<file path="src/rtl/tcs_pkg.sv">
package tcs_pkg;

  localparam int PIN_COUNT = 2;
  localparam int EDGE_BASE = 4;
  localparam logic [7:0] RESERVED_CLEAR = 8'hF3;

  typedef enum logic [1:0] {
    EDGE_FALL = 2'b00,
    EDGE_RISE = 2'b01,
    EDGE_NONE = 2'b10,
    EDGE_BOTH = 2'b11
  } edge_sel_e;

  typedef enum logic [1:0] {
    SRC_PCLK = 2'b00,
    SRC_DIV  = 2'b01,
    SRC_NONE = 2'b10,
    SRC_PIN0 = 2'b11
  } src_sel_e;

  typedef struct packed {
    logic running;
    logic writeOk;
    logic trackPrev;
    logic clearDiv;
  } ctl_t;

  typedef struct packed {
    logic [PIN_COUNT-1:0] rise;
    logic [PIN_COUNT-1:0] fall;
    logic                 divTick;
  } evt_t;

endpackage

</file>
<file path="src/rtl/tcs_control.sv">
module tcs_control
  import tcs_pkg::*;
(
  input  logic       clk,
  input  logic       rst_n,
  input  logic [1:0] runMode,
  input  logic       wrEn,
  output ctl_t       ctl
);

  logic everRun;
  logic running;

  assign running = (runMode != 2'b00);

  // Sticky flag: set once the timer has run at least one cycle.
  always_ff @(posedge clk or negedge rst_n) begin
    if (!rst_n) everRun <= 1'b0;
    else if (running) everRun <= 1'b1;
  end

  always_comb begin
    ctl.running   = running;
    ctl.writeOk   = wrEn & ~running;
    ctl.trackPrev = running | everRun;
    ctl.clearDiv  = ~running;
  end

  // once tracking starts it never stops before the next reset
  assert_track_sticky_R6: assert property (@(posedge clk) disable iff (!rst_n)
    ctl.trackPrev |=> ctl.trackPrev)
    else $error("tracking dropped after first run");

endmodule

</file>
<file path="src/rtl/tcs_datapath.sv">
module tcs_datapath
  import tcs_pkg::*;
#(
  parameter int SYNC_STAGES = 2,
  parameter int DIV_LOG2    = 2
)(
  input  logic                 clk,
  input  logic                 rst_n,
  input  ctl_t                 ctl,
  input  logic [7:0]           wrData,
  input  logic [PIN_COUNT-1:0] pinIn,
  output logic [7:0]           cfgReg,
  output evt_t                 evt
);

  localparam int SYNC_TOP = SYNC_STAGES - 1;

  logic [DIV_LOG2-1:0] divCnt;

  always_ff @(posedge clk or negedge rst_n) begin
    if (!rst_n) cfgReg <= 8'h00;
    else if (ctl.writeOk) cfgReg <= wrData & RESERVED_CLEAR;
  end

  always_ff @(posedge clk or negedge rst_n) begin
    if (!rst_n) divCnt <= '0;
    else if (ctl.clearDiv) divCnt <= '0;
    else divCnt <= divCnt + 1'b1;
  end

  assign evt.divTick = ctl.running && (divCnt == {DIV_LOG2{1'b1}});

  for (genvar p = 0; p < PIN_COUNT; p++) begin : gPin
    logic [SYNC_STAGES-1:0] chain;
    logic                   prevSample;
    logic                   nowSample;

    always_ff @(posedge clk or negedge rst_n) begin
      if (!rst_n) begin
        chain <= '0;
      end else begin
        chain[0] <= pinIn[p];
        for (int s = 1; s < SYNC_STAGES; s++) chain[s] <= chain[s-1];
      end
    end

    assign nowSample = chain[SYNC_TOP];

    // Held at zero until the first run, so a high level reads as a rise once.
    always_ff @(posedge clk or negedge rst_n) begin
      if (!rst_n) prevSample <= 1'b0;
      else if (ctl.trackPrev) prevSample <= nowSample;
    end

    assign evt.rise[p] = nowSample & ~prevSample;
    assign evt.fall[p] = ~nowSample & prevSample;

    // an edge event is gone the cycle after it is seen while tracking
    assert_edge_single_R3: assert property (@(posedge clk) disable iff (!rst_n)
      (ctl.trackPrev && (evt.rise[p] || evt.fall[p])) |=>
        !($past(evt.rise[p]) ? evt.rise[p] : evt.fall[p]))
      else $error("edge event lasted more than one cycle");
  end

  // the register holds its value across any cycle where the timer runs
  assert_lock_R2: assert property (@(posedge clk) disable iff (!rst_n)
    ctl.running |=> $stable(cfgReg))
    else $error("mode register changed while running");

  // reserved bits never read as one
  assert_reserved_R1: assert property (@(posedge clk) disable iff (!rst_n)
    cfgReg[3:2] == 2'b00)
    else $error("reserved bits set");

endmodule

</file>
<file path="src/rtl/tcs_select.sv">
module tcs_select
  import tcs_pkg::*;
(
  input  logic                   clk,
  input  logic                   rst_n,
  input  logic [2*PIN_COUNT-1:0] edgeCodes,
  input  logic [1:0]             srcCode,
  input  logic                   running,
  input  evt_t                   evt,
  input  logic                   captureOnIn0,
  input  logic                   clearOnIn0,
  output logic [PIN_COUNT-1:0]   edgeOut,
  output logic                   countEn,
  output logic                   cfgError
);

  logic [PIN_COUNT-1:0] badField;

  for (genvar p = 0; p < PIN_COUNT; p++) begin : gDecode
    edge_sel_e code;
    assign code = edge_sel_e'(edgeCodes[2*p +: 2]);

    always_comb begin
      unique case (code)
        EDGE_FALL: edgeOut[p] = running & evt.fall[p];
        EDGE_RISE: edgeOut[p] = running & evt.rise[p];
        EDGE_BOTH: edgeOut[p] = running & (evt.rise[p] | evt.fall[p]);
        default:   edgeOut[p] = 1'b0;
      endcase
      badField[p] = (code == EDGE_NONE);
    end
  end

  src_sel_e src;
  assign src = src_sel_e'(srcCode);

  always_comb begin
    unique case (src)
      SRC_PCLK: countEn = running;
      SRC_DIV:  countEn = running & evt.divTick;
      SRC_PIN0: countEn = edgeOut[0];
      default:  countEn = 1'b0;
    endcase
    cfgError = (|badField) || (src == SRC_NONE) ||
               ((src == SRC_PIN0) && (captureOnIn0 || clearOnIn0));
  end

  // divided enables never come on two cycles in a row
  assert_div_gap_R8: assert property (@(posedge clk) disable iff (!rst_n)
    (src == SRC_DIV && countEn) |=> !countEn)
    else $error("divided enable too close");

  // a prohibited source yields an error and no enable
  assert_bad_src_R11: assert property (@(posedge clk) disable iff (!rst_n)
    (src == SRC_NONE) |-> (cfgError && !countEn))
    else $error("prohibited source counted");

endmodule

</file>
<file path="src/rtl/timer_clock_select.sv">
module timer_clock_select
  import tcs_pkg::*;
#(
  parameter int SYNC_STAGES = 2,
  parameter int DIV_LOG2    = 2
)(
  input  logic       clk,
  input  logic       rst_n,
  input  logic       wrEn,
  input  logic [7:0] wrData,
  input  logic [1:0] runMode,
  input  logic       captureOnIn0,
  input  logic       clearOnIn0,
  input  logic       pinIn0,
  input  logic       pinIn1,
  output logic [7:0] cfgOut,
  output logic       countEn,
  output logic       edgeIn0,
  output logic       edgeIn1,
  output logic       cfgError
);

  ctl_t                 ctl;
  evt_t                 evt;
  logic [7:0]           cfgReg;
  logic [PIN_COUNT-1:0] edgeOut;

  tcs_control uCtl (
    .clk     (clk),
    .rst_n   (rst_n),
    .runMode (runMode),
    .wrEn    (wrEn),
    .ctl     (ctl)
  );

  tcs_datapath #(.SYNC_STAGES(SYNC_STAGES), .DIV_LOG2(DIV_LOG2)) uDp (
    .clk    (clk),
    .rst_n  (rst_n),
    .ctl    (ctl),
    .wrData (wrData),
    .pinIn  ({pinIn1, pinIn0}),
    .cfgReg (cfgReg),
    .evt    (evt)
  );

  tcs_select uSel (
    .clk          (clk),
    .rst_n        (rst_n),
    .edgeCodes    (cfgReg[EDGE_BASE +: 2*PIN_COUNT]),
    .srcCode      (cfgReg[1:0]),
    .running      (ctl.running),
    .evt          (evt),
    .captureOnIn0 (captureOnIn0),
    .clearOnIn0   (clearOnIn0),
    .edgeOut      (edgeOut),
    .countEn      (countEn),
    .cfgError     (cfgError)
  );

  assign cfgOut  = cfgReg;
  assign edgeIn0 = edgeOut[0];
  assign edgeIn1 = edgeOut[1];

  // a stopped timer emits no strobes
  assert_idle_quiet_R10: assert property (@(posedge clk) disable iff (!rst_n)
    (runMode == 2'b00) |-> (!countEn && !edgeIn0 && !edgeIn1))
    else $error("strobe while stopped");

endmodule

</file>
<file path="config.mk">
export PLATFORM = sky130hd
export DESIGN_NAME = timer_clock_select
export DESIGN_NICKNAME = d
export VERILOG_FILES = /design/src/rtl/tcs_pkg.sv /design/src/rtl/tcs_control.sv /design/src/rtl/tcs_datapath.sv /design/src/rtl/tcs_select.sv /design/src/rtl/timer_clock_select.sv
export SDC_FILE = /design/constraint.sdc
export NUM_CORES = 1
export LEC_CHECK = 0
export BUFFER_PORTS_ARGS = -buffer_cell sky130_fd_sc_hd__buf_2
export CORE_MARGIN = 1
export CORE_UTILIZATION = 41
export DETAILED_ROUTE_END_ITERATION = 12
export PLACE_DENSITY = 0.79
export SLEW_MARGIN = 20
export SYNTH_ARGS = -nofsm -noshare
export SYNTH_HDL_FRONTEND = slang
export SYNTH_SLANG_ARGS = --single-unit
</file>
<file path="constraint.sdc">
create_clock -name clk -period 1.34 [get_ports clk]
set_clock_uncertainty 0.15 [all_clocks]
set_input_delay 0.067 -clock clk [delete_from_list [all_inputs] [get_ports clk]]
set_output_delay 0.067 -clock clk [all_outputs]
set_load 0.02 [all_outputs]
</file>
; Yosys cells after proc, flatten, opt, wreduce, memory -nomap -nowiden
; Cells that the tools add are included.
[totals]
reg_bits = 15
input_bits = 17
out_inout_bits = 12
elab_cells = 52
[classes]
n_addsub = 1
eq_ne = 10
n_mux = 4
n_bitwise = 20
n_reduce_logical = 10
[op_table]
columns = op, count
row1 = "2-bit == test, second input constant", 7
row2 = 1-bit bitwise AND, 12
row3 = 1-bit one-hot mux with 3 select lines, 3
row4 = "2-bit by 1-bit == test with 1-bit output, second input constant", 3
row5 = 2-bit logical NOT, 3
row6 = 1-bit NOT, 5
row7 = 1-bit logical OR, 3
row8 = 1-bit bitwise OR, 3
row9 = "2-bit by 1-bit adder with 2-bit output, second input constant", 1
row10 = 1-bit logical AND, 2
row11 = 2-bit 2-to-1 mux, 1
row12 = 2-bit nonzero test, 1
row13 = 2-bit OR reduction, 1

; Longest topological paths before layout
[logic_depth]
depth_word = 6
depth_mapped = 5
ltp_nobuf = 5

; Hierarchy
; Synthesis repeated with hierarchy kept, for this count alone.
[hier_totals]
cells_unflattened = 58
hier_area_um2 = 723.2
[modules_own_cells]
columns = module, n_inst, cells_per_inst, area_each_um2, seq_area_each_um2
row1 = tcs_datapath, 1, 34, 546.8, 350.3
row2 = tcs_select, 1, 17, 113.9, 0.0
row3 = tcs_control, 1, 7, 62.6, 25.0

; Worst setup path before layout
; OpenSTA, ideal clock, no wires.
[synth_path]
path_type = register to output
start = register uDp.gPin[0].prevSample
end = output port countEn
arrival_ns = 1.514
required_ns = 1.123
slack_ns = -0.391
stages_incl_launch_ff = 5
n_path_buf = 0
path_cell_list = dfrtp_1 -> inv_1 -> ha_1 -> o211a_1 -> o32ai_1
[synth_via]
elab_chain_cells = 6
elab_cells_between_ends = 9
cone_classes = mux: 2 / bitwise: 7
[synth_rtl]
columns = element, line_no
row1 = from (decl), tcs_datapath.sv:35  ; logic prevSample;
row2 = from (signal assigned), tcs_datapath.sv:52  ; else if (ctl.trackPrev) prevSample <= nowSample;
row3 = 1-bit NOT, tcs_datapath.sv:55  ; assign evt.rise[p] = nowSample & ~prevSample;
row4 = 1-bit bitwise AND, tcs_datapath.sv:55
row5 = 1-bit bitwise OR, tcs_select.sv:27  ; EDGE_BOTH: edgeOut[p] = running & (evt.rise[p] | evt.fall[p]);
row6 = 1-bit bitwise AND, tcs_select.sv:27
row7 = 1-bit one-hot mux with 3 select lines (*), tcs_select.sv:24  ; unique case (code)
row8 = 1-bit one-hot mux with 3 select lines (*), tcs_select.sv:38  ; unique case (src)
row9 = to (decl), timer_clock_select.sv:17  ; output logic countEn,
; Every way passes the cells marked *; elsewhere a longest branch is shown, timed or not.

; Worst setup path after layout
[layout_path]
start = register uDp.gPin[0].chain[1]
end = output port countEn
[layout_via]
elab_chain_cells = 6
elab_cells_between_ends = 9
cone_classes = mux: 2 / bitwise: 7
[layout_rtl]
columns = element, line_no
row1 = from (decl), tcs_datapath.sv:34  ; logic [SYNC_STAGES-1:0] chain;
row2 = from (signal assigned), tcs_datapath.sv:40  ; chain <= '0;
row3 = 1-bit NOT, tcs_datapath.sv:56  ; assign evt.fall[p] = ~nowSample & prevSample;
row4 = 1-bit bitwise AND, tcs_datapath.sv:56
row5 = 1-bit bitwise OR, tcs_select.sv:27
row6 = 1-bit bitwise AND, tcs_select.sv:27
row7 = 1-bit one-hot mux with 3 select lines (*), tcs_select.sv:24
row8 = 1-bit one-hot mux with 3 select lines (*), tcs_select.sv:38
; Marked as above.

==> results.txt <==
Layout Cells excl Fill - 120
Num CTS Buffers - 3
Reg2reg start - uDp.cfgReg[0]
Hold crit path type - in -> async
CP endpoint kind - output pin
R2r setup slk - 150 ps
Synth area leaders - dfrtp_1, mux2_4, ha_1
Synthesized area - 729 sq um
DRC viols - 0
Area of the multi-input gates - 375 sq um
Slew Viols, Final - 0
Max H-tree Level - 1
Worst r2r path cells - 3
Worst path max stage delay - 430 ps
N_diodes - 0
FP Rows - 14
Unique cell type count in the Yosys netlist - 24
Gr usage total - 0.197
Synthesized flop and latch total - 15
Critical path peak fanout - 2
Drt total wl - 1700 um
Total of warnings raised by yosys - 0
First-pass DRT Iterations - 4
Post-synth top area cell - dfrtp_1
CP cell instances - ha_4, o211a_4, o32ai_4, buf_6
Synth top area share - 0.515
Routed Antenna Nets - 0
Die area - 1950 sq um
Grt ovf - 0
Peak VDD IR - 1110 uV
First-pass GRT wire length - 2640 um
Reg clk slew, reported paths - 100 ps
Vert. Die Dim - 44.2 um
Fin. Hold Viols - 0
Leakage - 0.000541 uW
Max Fclk - 562 MHz
Worst skew pair latency - 300 ps
DR WL/cell - 14.1 um
Tot Pwr - 1370 uW
Worst setup SP type - flop
Critical Path RT - 1120 ps
Final HPWL DP - 1020 um
RSZ-0062 raised after global routing - yes
Synth Area per Inst - 12.2 sq um
Post-synthesis sequential area ratio - 0.515
Clock buffer depth - 2
Failing checks - setup timing
Layout cell share with drive strength beyond 1 - 0.529
Final min period - 1780 ps
I/O pin cnt - 29
Most numerous cell in the Yosys netlist - dfrtp_1
Period utilization - 1.33
Outcome - finished with violations
Synth Flop Type - dfrtp_1
Layout area overhead - 55.1%
Die width - 44.2 um
Nets@finish - 127
Crit-path leading delay family - compound AO/OA/AOI/OAI gates
Cells after Synth - 60
Number of synthesized flops with an enable pin - 0
GP Congestion - 0.768
Critical path class - reg -> out
Largest net degree at the start of global routing - 16
Number of fill cells - 102
Top post-synthesis cells by count - dfrtp_1, inv_1, mux2_4
Port bufs - 24
Slowest-stage cell, CP - dfrtp_1
FF-to-FF End - uDp.cfgReg[0]
P per Cell Area - 1210 nW/um^2
TritonCTS clock tree - done
Placed Instances - 104
Crit path buf inv count - 1
# Max-Cap Violations - 0
Via density per instance - 4.93
Asr flop ratio synth - 1.00
Initial DRC count - 3
Initial antenna violation count - 0
DP Worst Slack - -191 ps
Worst setup margin - -438 ps
Final setup violation count - 4
Flip-flop and latch area - 375 sq um
Starting density of the core - 0.463
CP arrival - 1560 ps
Via count - 591
Vias in the first global route - 616
Clk sinks - 15
Core Area - 1580 sq um
Root buffer cell - clkbuf_4
==> metrics by stage <==
stage                util  TNS (ps)  cell area (sq um)  hold WS, ps
detailed placement  0.585      -333                922         -164
CTS                 0.694     -1320               1090         47.2
floorplan               -      -158                763         -379
global route        0.717     -1430               1130         68.5
global placement    0.585      -324                922         -167
finish              0.717     -1210               1130         34.2
==> area by class of cell <==
cell class | instances | area share
Multi-Input combinational cell | 35 | 0.332
Inverter | 8 | 0.0265
Tap cell | 16 | 0.0177
Clock inverter | 1 | 0.00664
Timing Repair Buffer | 42 | 0.265
Sequential cell | 15 | 0.332
Clock buffer | 3 | 0.0199
==> layer usage <==
layer | up-vias | GRT usage | wire, um | share of wire
li1 | 289 | - | - | -
met1 | 288 | 0.219 | 670 | 0.39
met2 | 11 | 0.350 | 959 | 0.57
met3 | 3 | 0.0735 | 55 | 0.032
met4 | 0 | 0.0545 | 11 | 0.0065
met5 | - | 0 | 0 | 0
==> state kept, by name, indices dropped and copies added, names as in the netlist <==
name                 cells
uDp.cfgReg               6
uDp.gPin.prevSample      2
uCtl.everRun             1
uDp.gPin.chain           4
uDp.divCnt               2
==> logic make-up (layout without fill, tap and decap cells) <==
kind of cell    after synthesis  after routing  share of synthesized area
fa+ha+maj                     5              5                     0.0858
mux                           7              7                      0.137
simple gates                 11             11                     0.0806
other cells                   1              2                    0.00514
flops                        15             15                      0.515
buf+inv                      11             54                     0.0772
compound gates               10             10                     0.0995
==> worst register-to-register path, delay by kind of cell, from the launching register on <==
family / cells / cell delay [ps]
mux: 1 / 250
flops: 1 / 420
buf+inv: 2 / 270
==> power by group <==
group / switching, uW / leakage, uW / total (uW) / internal, uW
Sequential: 56.2 / 0.000174 / 568 / 512
Clock: 162 / 0.0000139 / 276 / 114
Combinational: 253 / 0.000353 / 526 / 273
==> cell usage in the layout, fill, tap and decap left out, types with 2 or more instances in the layout <==
cell            n
conb_1          2
inv_2           3
inv_1           5
buf_4           9
buf_6           2
clkbuf_4        3
dfrtp_1        15
mux2_4          6
nor2_1          2
buf_2          20
o21ai_0         2
nand2_1         3
ha_1            3
dlygate4sd3_1  11
==> how the worst max path moves through the flow <==
stage | start | endpoint | depth (start not counted)
5_1_grt | uDp.gPin[0].prevSample | countEn | 5
3_3_place_gp | uDp.gPin[0].chain[1] | countEn | 4
3_5_place_dp | uDp.gPin[0].chain[1] | countEn | 4
2_1_floorplan | uDp.gPin[0].prevSample | countEn | 4
6_report | uDp.gPin[0].chain[1] | countEn | 4
4_1_cts | uDp.gPin[0].prevSample | countEn | 5
==> what timing repair did <==
item	4_1_cts	5_1_grt
hold buffers	11	0
resized for setup	7	9
pin swaps	3	0
setup endpoints to repair	4	7
endpoints found under the hold margin	24	0
buffers inserted	1	1
Power figures use the tool's default switching activity.
